$ cat config.mk
export PLATFORM = sky130hd
export DESIGN_NAME = mux_bus_seq
export DESIGN_NICKNAME = d
export VERILOG_FILES = /design/src/rtl/mbs_pkg.sv /design/src/rtl/mbs_seq.sv /design/src/rtl/mbs_req_reg.sv /design/src/rtl/mbs_pins.sv /design/src/rtl/mux_bus_seq.sv
export SDC_FILE = /design/constraint.sdc
export NUM_CORES = 1
export LEC_CHECK = 0
export BUFFER_PORTS_ARGS = -buffer_cell sky130_fd_sc_hd__clkbuf_2
export CAP_MARGIN = 20
export CORE_MARGIN = 2
export CORE_UTILIZATION = 49
export CTS_CLUSTER_DIAMETER = 40
export DETAILED_ROUTE_END_ITERATION = 12
export PLACE_DENSITY = 0.87
export SLEW_MARGIN = 15
export SYNTH_ARGS = -nofsm -noshare
export SYNTH_HDL_FRONTEND = slang
export SYNTH_SLANG_ARGS = --single-unit
$ cat constraint.sdc
create_clock -name clk -period 2.7 [get_ports clk]
set_clock_uncertainty 0.2 [all_clocks]
set_input_delay 0.81 -clock clk [delete_from_list [all_inputs] [get_ports clk]]
set_output_delay 0.81 -clock clk [all_outputs]
set_load 0.02 [all_outputs]
$ cat src/rtl/mbs_pkg.sv
package mbs_pkg;
    typedef enum logic [2:0] {
        S_IDLE = 3'd0,
        S_T1   = 3'd1,
        S_T2   = 3'd2,
        S_TW   = 3'd3,
        S_T3   = 3'd4,
        S_T4   = 3'd5
    } bus_state_t;
endpackage

$ cat src/rtl/mbs_seq.sv
module mbs_seq
    import mbs_pkg::*;
(
    input  logic       clk,
    input  logic       rst,
    input  logic       req_valid,
    input  logic       bus_ready,
    output bus_state_t state,
    output logic       accept
);
    bus_state_t nxt;

    // A request is taken only when the bus is free or about to be.
    assign accept = req_valid && (state == S_IDLE || state == S_T4);

    always_comb begin
        nxt = state;
        unique case (state)
            S_IDLE:  nxt = accept ? S_T1 : S_IDLE;
            S_T1:    nxt = S_T2;
            S_T2:    nxt = bus_ready ? S_T3 : S_TW;
            S_TW:    nxt = bus_ready ? S_T3 : S_TW;
            S_T3:    nxt = S_T4;
            S_T4:    nxt = accept ? S_T1 : S_IDLE;
            default: nxt = S_IDLE;
        endcase
    end

    always_ff @(posedge clk) begin
        if (rst) state <= S_IDLE;
        else     state <= nxt;
    end
endmodule

$ cat src/rtl/mbs_req_reg.sv
module mbs_req_reg
    import mbs_pkg::*;
#(
    parameter int AW = 16,
    parameter int DW = 16
) (
    input  logic          clk,
    input  logic          rst,
    input  logic          accept,
    input  bus_state_t    state,
    input  logic          req_write,
    input  logic          req_io,
    input  logic [AW-1:0] req_addr,
    input  logic [DW-1:0] req_wdata,
    input  logic [AW-1:0] ad_in,
    output logic          q_write,
    output logic          q_io,
    output logic [AW-1:0] q_addr,
    output logic [DW-1:0] q_wdata,
    output logic [DW-1:0] q_rdata
);
    logic cap_en;

    // Read data is taken on the edge that leaves T3.
    assign cap_en = (state == S_T3) && !q_write;

    always_ff @(posedge clk) begin
        if (rst) begin
            q_write <= 1'b0;
            q_io    <= 1'b0;
            q_addr  <= '0;
            q_wdata <= '0;
        end else if (accept) begin
            q_write <= req_write;
            q_io    <= req_io;
            q_addr  <= req_addr;
            q_wdata <= req_wdata;
        end
    end

    always_ff @(posedge clk) begin
        if (rst)         q_rdata <= '0;
        else if (cap_en) q_rdata <= ad_in[DW-1:0];
    end
endmodule

$ cat src/rtl/mbs_pins.sv
module mbs_pins
    import mbs_pkg::*;
#(
    parameter int AW           = 16,
    parameter int DW           = 16,
    parameter bit MIO_MEM_HIGH = 1'b0
) (
    input  bus_state_t    state,
    input  logic          q_write,
    input  logic          q_io,
    input  logic [AW-1:0] q_addr,
    input  logic [DW-1:0] q_wdata,
    output logic          busy,
    output logic          done,
    output logic [AW-1:0] ad_out,
    output logic          ad_oe,
    output logic          addr_stb,
    output logic          dir_out,
    output logic          xcvr_en,
    output logic          rd_stb_n,
    output logic          wr_stb_n,
    output logic          mem_io
);
    logic [AW-1:0] wext;

    always_comb begin
        wext           = '0;
        wext[DW-1:0]   = q_wdata;
    end

    always_comb begin
        busy     = 1'b0;
        done     = 1'b0;
        ad_out   = '0;
        ad_oe    = 1'b0;
        addr_stb = 1'b0;
        dir_out  = 1'b0;
        xcvr_en  = 1'b0;
        rd_stb_n = 1'b1;
        wr_stb_n = 1'b1;
        mem_io   = q_io ^ MIO_MEM_HIGH;
        unique case (state)
            S_IDLE: begin
            end
            S_T1: begin
                busy     = 1'b1;
                addr_stb = 1'b1;
                dir_out  = q_write;
                ad_oe    = 1'b1;
                ad_out   = q_addr;
            end
            S_T2, S_TW, S_T3: begin
                busy     = 1'b1;
                dir_out  = q_write;
                xcvr_en  = 1'b1;
                rd_stb_n = q_write;
                wr_stb_n = !q_write;
                ad_oe    = q_write;
                ad_out   = q_write ? wext : '0;
            end
            S_T4: begin
                busy     = 1'b1;
                done     = 1'b1;
                dir_out  = q_write;
                ad_oe    = q_write;
                ad_out   = q_write ? wext : '0;
            end
            default: begin
            end
        endcase
    end
endmodule

$ cat src/rtl/mux_bus_seq.sv
module mux_bus_seq
    import mbs_pkg::*;
#(
    parameter int AW           = 16,
    parameter int DW           = 16,
    parameter bit MIO_MEM_HIGH = 1'b0
) (
    input  logic          clk,
    input  logic          rst,
    input  logic          req_valid,
    input  logic          req_write,
    input  logic          req_io,
    input  logic [AW-1:0] req_addr,
    input  logic [DW-1:0] req_wdata,
    output logic          busy,
    output logic          done,
    output logic [DW-1:0] rd_data,
    input  logic          bus_ready,
    input  logic [AW-1:0] ad_in,
    output logic [AW-1:0] ad_out,
    output logic          ad_oe,
    output logic          addr_stb,
    output logic          dir_out,
    output logic          xcvr_en,
    output logic          rd_stb_n,
    output logic          wr_stb_n,
    output logic          mem_io
);
    bus_state_t    state;
    logic          accept;
    logic          q_write;
    logic          q_io;
    logic [AW-1:0] q_addr;
    logic [DW-1:0] q_wdata;

    mbs_seq u_seq (
        .clk       (clk),
        .rst       (rst),
        .req_valid (req_valid),
        .bus_ready (bus_ready),
        .state     (state),
        .accept    (accept)
    );

    mbs_req_reg #(.AW(AW), .DW(DW)) u_req (
        .clk       (clk),
        .rst       (rst),
        .accept    (accept),
        .state     (state),
        .req_write (req_write),
        .req_io    (req_io),
        .req_addr  (req_addr),
        .req_wdata (req_wdata),
        .ad_in     (ad_in),
        .q_write   (q_write),
        .q_io      (q_io),
        .q_addr    (q_addr),
        .q_wdata   (q_wdata),
        .q_rdata   (rd_data)
    );

    mbs_pins #(.AW(AW), .DW(DW), .MIO_MEM_HIGH(MIO_MEM_HIGH)) u_pins (
        .state    (state),
        .q_write  (q_write),
        .q_io     (q_io),
        .q_addr   (q_addr),
        .q_wdata  (q_wdata),
        .busy     (busy),
        .done     (done),
        .ad_out   (ad_out),
        .ad_oe    (ad_oe),
        .addr_stb (addr_stb),
        .dir_out  (dir_out),
        .xcvr_en  (xcvr_en),
        .rd_stb_n (rd_stb_n),
        .wr_stb_n (wr_stb_n),
        .mem_io   (mem_io)
    );
endmodule

[Word-level counts from Yosys, hierarchy flattened]
Cells that the tools add are included.
Operators by class
  $add $sub $neg: 0
  multipliers: 0
  divide/modulo/power cells: 0
  $lt $le $gt $ge: 0
  eq/ne operators: 5
  shifts and indexed selects: 0
  multiplexer cells: 13
  bitwise operators: 0
  reduce and logical (&&, ||, !) cells: 10
Operators with widths (number)
  case mux 16 bit (2 select lines): 1
  2-to-1 mux 16 bit: 1
  case mux 3 bit (4 select lines): 1
  2-to-1 mux 1 bit: 8
  == test 3 x 2 -> 1 bit (second input constant): 2
  == test 3 bit (second input constant): 2
  OR reduction 5 bit: 1
  OR reduction 2 bit: 2
  OR reduction 4 bit: 1
  == test 3 x 1 -> 1 bit (second input constant): 1
  zero test 3 bit: 1
  2-to-1 mux 3 bit: 1
  OR reduction 3 bit: 1
  logical AND 1 bit: 2
  case mux 1 bit (2 select lines): 1
  zero test 1 bit: 1
  logical OR 1 bit: 1
Word-level totals
  register bits: 53
  bits in latches: 0
  memory bits (writable): 0
  bits in read-only memories: 0
  bits of input ports: 54
  word-level logic and storage cells: 34
  memories kept: 0

[Depth between registers and ports, before layout]
  depth in word-level cells: 5
  mapped depth: 6

[Cells and area by module]
Synthesis repeated with hierarchy kept, for this count alone.
Unflattened totals
  cells, all modules: 290
  area, all modules: 2829.0 µm²
By module, submodules not included
  mbs_req_reg: instances 1, cells an instance 180, area an instance 1931.9 µm²
  mbs_pins: instances 1, cells an instance 96, area an instance 759.5 µm²
  mbs_seq: instances 1, cells an instance 14, area an instance 137.6 µm²

[Least setup slack after synthesis]
No wires, ideal clock.
  path type: register -> output
  start point: reg u_seq.state[1]
  end point: out ad_out[0]
  arrival: 1.322 ns
  slack: 0.368 ns
  cell stages (with the launch flop): 6
  path buffers: 2
  cells stage by stage: dfxtp_1 > buf_6 > nor2b_2 > o21a_1 > buf_6 > a22o_1
Between the ends
  cells in the longest elaborated chain, start to end: 3
  elaborated cells on any way between the ends: 7
  classes of those cells: eq/ne (5); mux (1); reduce/logical (1)
RTL lines
  start, declared: RTL line mbs_seq.sv:8  | output bus_state_t state,
  start signal, assigned: RTL line mbs_seq.sv:31  | else state <= nxt;
  == test 3 bit / == test 3 x 2 -> 1 bit (equally long branches): RTL line mbs_pins.sv:42  | unique case (state)
  OR reduction 4 bit (no line)
  case mux 16 bit (2 select lines) *: RTL line mbs_pins.sv:42
  end, declared: RTL line mux_bus_seq.sv:20  | output logic [AW-1:0] ad_out,
Every way passes the cells marked *; elsewhere a longest branch is shown, timed or not.

[Worst setup path in the final report]
  start point: reg u_seq.state[2]
  end point: out wr_stb_n
Between the ends
  cells in the longest elaborated chain, start to end: 3
  elaborated cells on any way between the ends: 5
  classes of those cells: eq/ne (3); mux (1); reduce/logical (1)
RTL lines
  == test 3 x 2 -> 1 bit / == test 3 bit (equally long branches): RTL line mbs_pins.sv:42
  OR reduction 3 bit *: RTL line mbs_pins.sv:42
  2-to-1 mux 1 bit *: RTL line mbs_pins.sv:42
  end, declared: RTL line mux_bus_seq.sv:26  | output logic wr_stb_n,
Marks and branches as above.

==> impl_metrics.yaml <==
detailed_routing:
  vias_per_cell: 5.012
  drt-initial-drc-count: 57
  drc: 0
  dr.pass1.iters: 4
  num_vias: 2130
  antenna_left: 0
  wire_per_inst_um: 12.44
  routed_wl_um: 5287
finish:
  mostFrequentLayoutCells: "clkbuf_2, nand2b_1, dfxtp_1"
  areaGrowthSynthToFinish_pct: 24.47
  final_cell_area_um2: 3157
  final_common_cell: "clkbuf_2"
  num_antenna_cells: 0
  final_cell_count_no_fill: 425
  fill_cells: 438
  post-route-util: 0.6261
  drive_above_1_share: 0.3352
  fin_nets: 408
place:
  io_buffers: 94
  placed_cell_area_um2: 3034
  place_hpwl_um: 3824
  place_inst: 417
  place_congestion: 0.7005
synth:
  synth-async-reset-ratio: 0
  syn_area_um2: 2536
  ys_warn_count: 0
  syn_avg_cell_area_um2: 9.570
  synth_edf_count: 0
  yosys_register_bits: 53
  ys_types: 31
  synthFlopType: "dfxtp_1"
  synth_cells: 265
  seq_area_frac_synth: 0.4184
  synth_fp_nets: 319
cts:
  cts.sinks: 53
  cts_root_buffer: "clkbuf_8"
  path_clk_slew_ns: 0.10
  cts_buffer_depth: 2
  hold_buffers: 0
  post_cts_buffers: 0
  numCtsBuffers: 5
  cts_tree: "yes"
  h-tree-depth: 2
  clkLatencyLatePin_ns: 0.30
worst_setup_path:
  crit_chain: "buf_4 > or3b_1 > nand2b_1 > nand2_1 > clkbuf_2"
  ff2ff_path_depth: 4
  worstPathArrival_ns: 1.61
  critPathKind: "flip-flop to primary output"
  max_stage_delay_ns: 0.37
  cp-end-kind: "primary output"
  r2r_setup_slack_ns: 0.86
  cp_max_fo: 10
  reg2reg_to: "u_req.q_rdata[4]$_SDFFE_PP0P_"
  critPathLaunchType: "flip-flop"
  cp.required_ns: 1.69
  worst_path_max_delay_cell: "dfxtp_1"
  r2r_start: "u_seq.state[1]$_SDFF_PP0_"
worst_hold_path:
  holdPathStages: 2
  hp-class: "flip-flop to flip-flop"
  hold_start: "u_req.q_rdata[7]$_SDFFE_PP0P_"
  min_to: "u_req.q_rdata[7]$_SDFFE_PP0P_"
sta:
  period_needed_ns: 2.619
  period_share: 0.9700
  setup_violations: 0
  hold_viol: 0
  tightest_slew_ns: 0.7611
  max_freq_mhz: 381.8
  slew_headroom: 0.4905
  final_max_slew_viol_count: 0
floorplan:
  dieArea_um2: 5768
  die_y_um: 75.95
  rows: 26
  ios: 95
  die_w_um: 75.95
  coreArea_um2: 5042
  initial_core_util: 0.5030
pwr:
  finalPower_w: 0.001851
  irDropWorstVdd_uv: 485.1
  power_density_nw_per_um2: 586.4
  p_leak_nw: 1.387
global_routing:
  grt_max_degree: 42
  grt_overflow: 0
  track_usage: 0.1885
  grt_pass1_vias: 2047
  grt_pass1_wl_um: 9039
  grt_antenna_before_repair: 0
run_status:
  status: "finished clean"
job:
  timing.max_cap.violations: 0
==> state kept, by name (all words and copies together), names as in the netlist <==
name	cells
u_req.q_addr	16
u_req.q_io	1
u_req.q_rdata	16
u_req.q_wdata	16
u_req.q_write	1
u_seq.state	3
==> timing repair <==
item,CTS,global route
setup endpoints to repair,0,16
resized for setup,0,2
hold endpoints to repair,0,0
==> cells by family after synthesis <==
logic type | share of synthesized area
AOI/OAI and AO/OA | 0.1006
xor gates and xnor gates | 0.003454
adders and majority gates | 0.003947
buffers and inverters | 0.06610
DFF | 0.4184
muxes | 0.1342
and+or+nand+nor | 0.2733
==> cells in the mapped netlist (3+ instances only) <==
library cell,number,area (um2)
nand2_1,34,127.6
mux2i_1,34,340.3
buf_4,3,22.52
clkbuf_1,6,22.52
nor2_1,3,11.26
a22o_1,17,148.9
a21oi_1,18,90.09
dfxtp_1,53,1061
buf_6,8,90.09
nand2b_1,68,425.4
==> power breakdown <==
group	internal (W)	total (W)	switching [W]
clock	0.000302	0.000557	0.000255
combinational	0.000187	0.000401	0.000214
sequential	0.000849	0.000893	0.0000445
total	0.00134	0.00185	0.000514
==> critical path: cells and delay by family, from the launching register on <==
family | cells | cell delay [ns]
and+or+nand+nor | 3 | 0.58
DFF | 1 | 0.37
buffers and inverters | 2 | 0.35
==> worst max-delay path by stage <==
stage,cells past startpoint,startpoint,to
CTS,5,u_seq.state[1]$_SDFF_PP0_,ad_out[0]
global route,5,u_seq.state[1]$_SDFF_PP0_,ad_out[6]
detailed placement,5,u_seq.state[1]$_SDFF_PP0_,ad_out[1]
finish,5,u_seq.state[2]$_SDFF_PP0_,wr_stb_n
floorplan,5,u_seq.state[1]$_SDFF_PP0_,ad_out[0]
global placement,5,u_seq.state[0]$_SDFF_PP0_,ad_out[2]
==> per-stage QoR <==
stage / setup slack (ns) / TNS (ns) / hold WS [ns]
2_1_floorplan: 0.3681 / 0 / 0.2484
3_3_place_gp: 0.3915 / 0 / 0.2416
3_5_place_dp: 0.3700 / 0 / 0.2469
4_1_cts: 0.01525 / 0 / 0.2612
5_1_grt: -0.006273 / -0.007748 / 0.2816
6_report: 0.08088 / 0 / 0.2613
==> cell type report <==
cell class / count / area, um2 / area share
Clock buffer: 6 / 82.58 / 0.02616
Clock inverter: 2 / 37.54 / 0.01189
Inverter: 1 / 3.754 / 0.001189
Multi-Input combinational cell: 191 / 1315 / 0.4166
Sequential cell: 53 / 1062 / 0.3365
Tap cell: 70 / 87.58 / 0.02774
Timing Repair Buffer: 102 / 568.0 / 0.1799
==> routing by layer <==
layer	track usage	wire, um	share of wire
met5	0	0	0
met4	0.04909	51	0.0096
met3	0.05000	388	0.073
met2	0.3259	2528	0.48
met1	0.2336	2319	0.44
No activity file was read; power rests on OpenSTA's default activity.
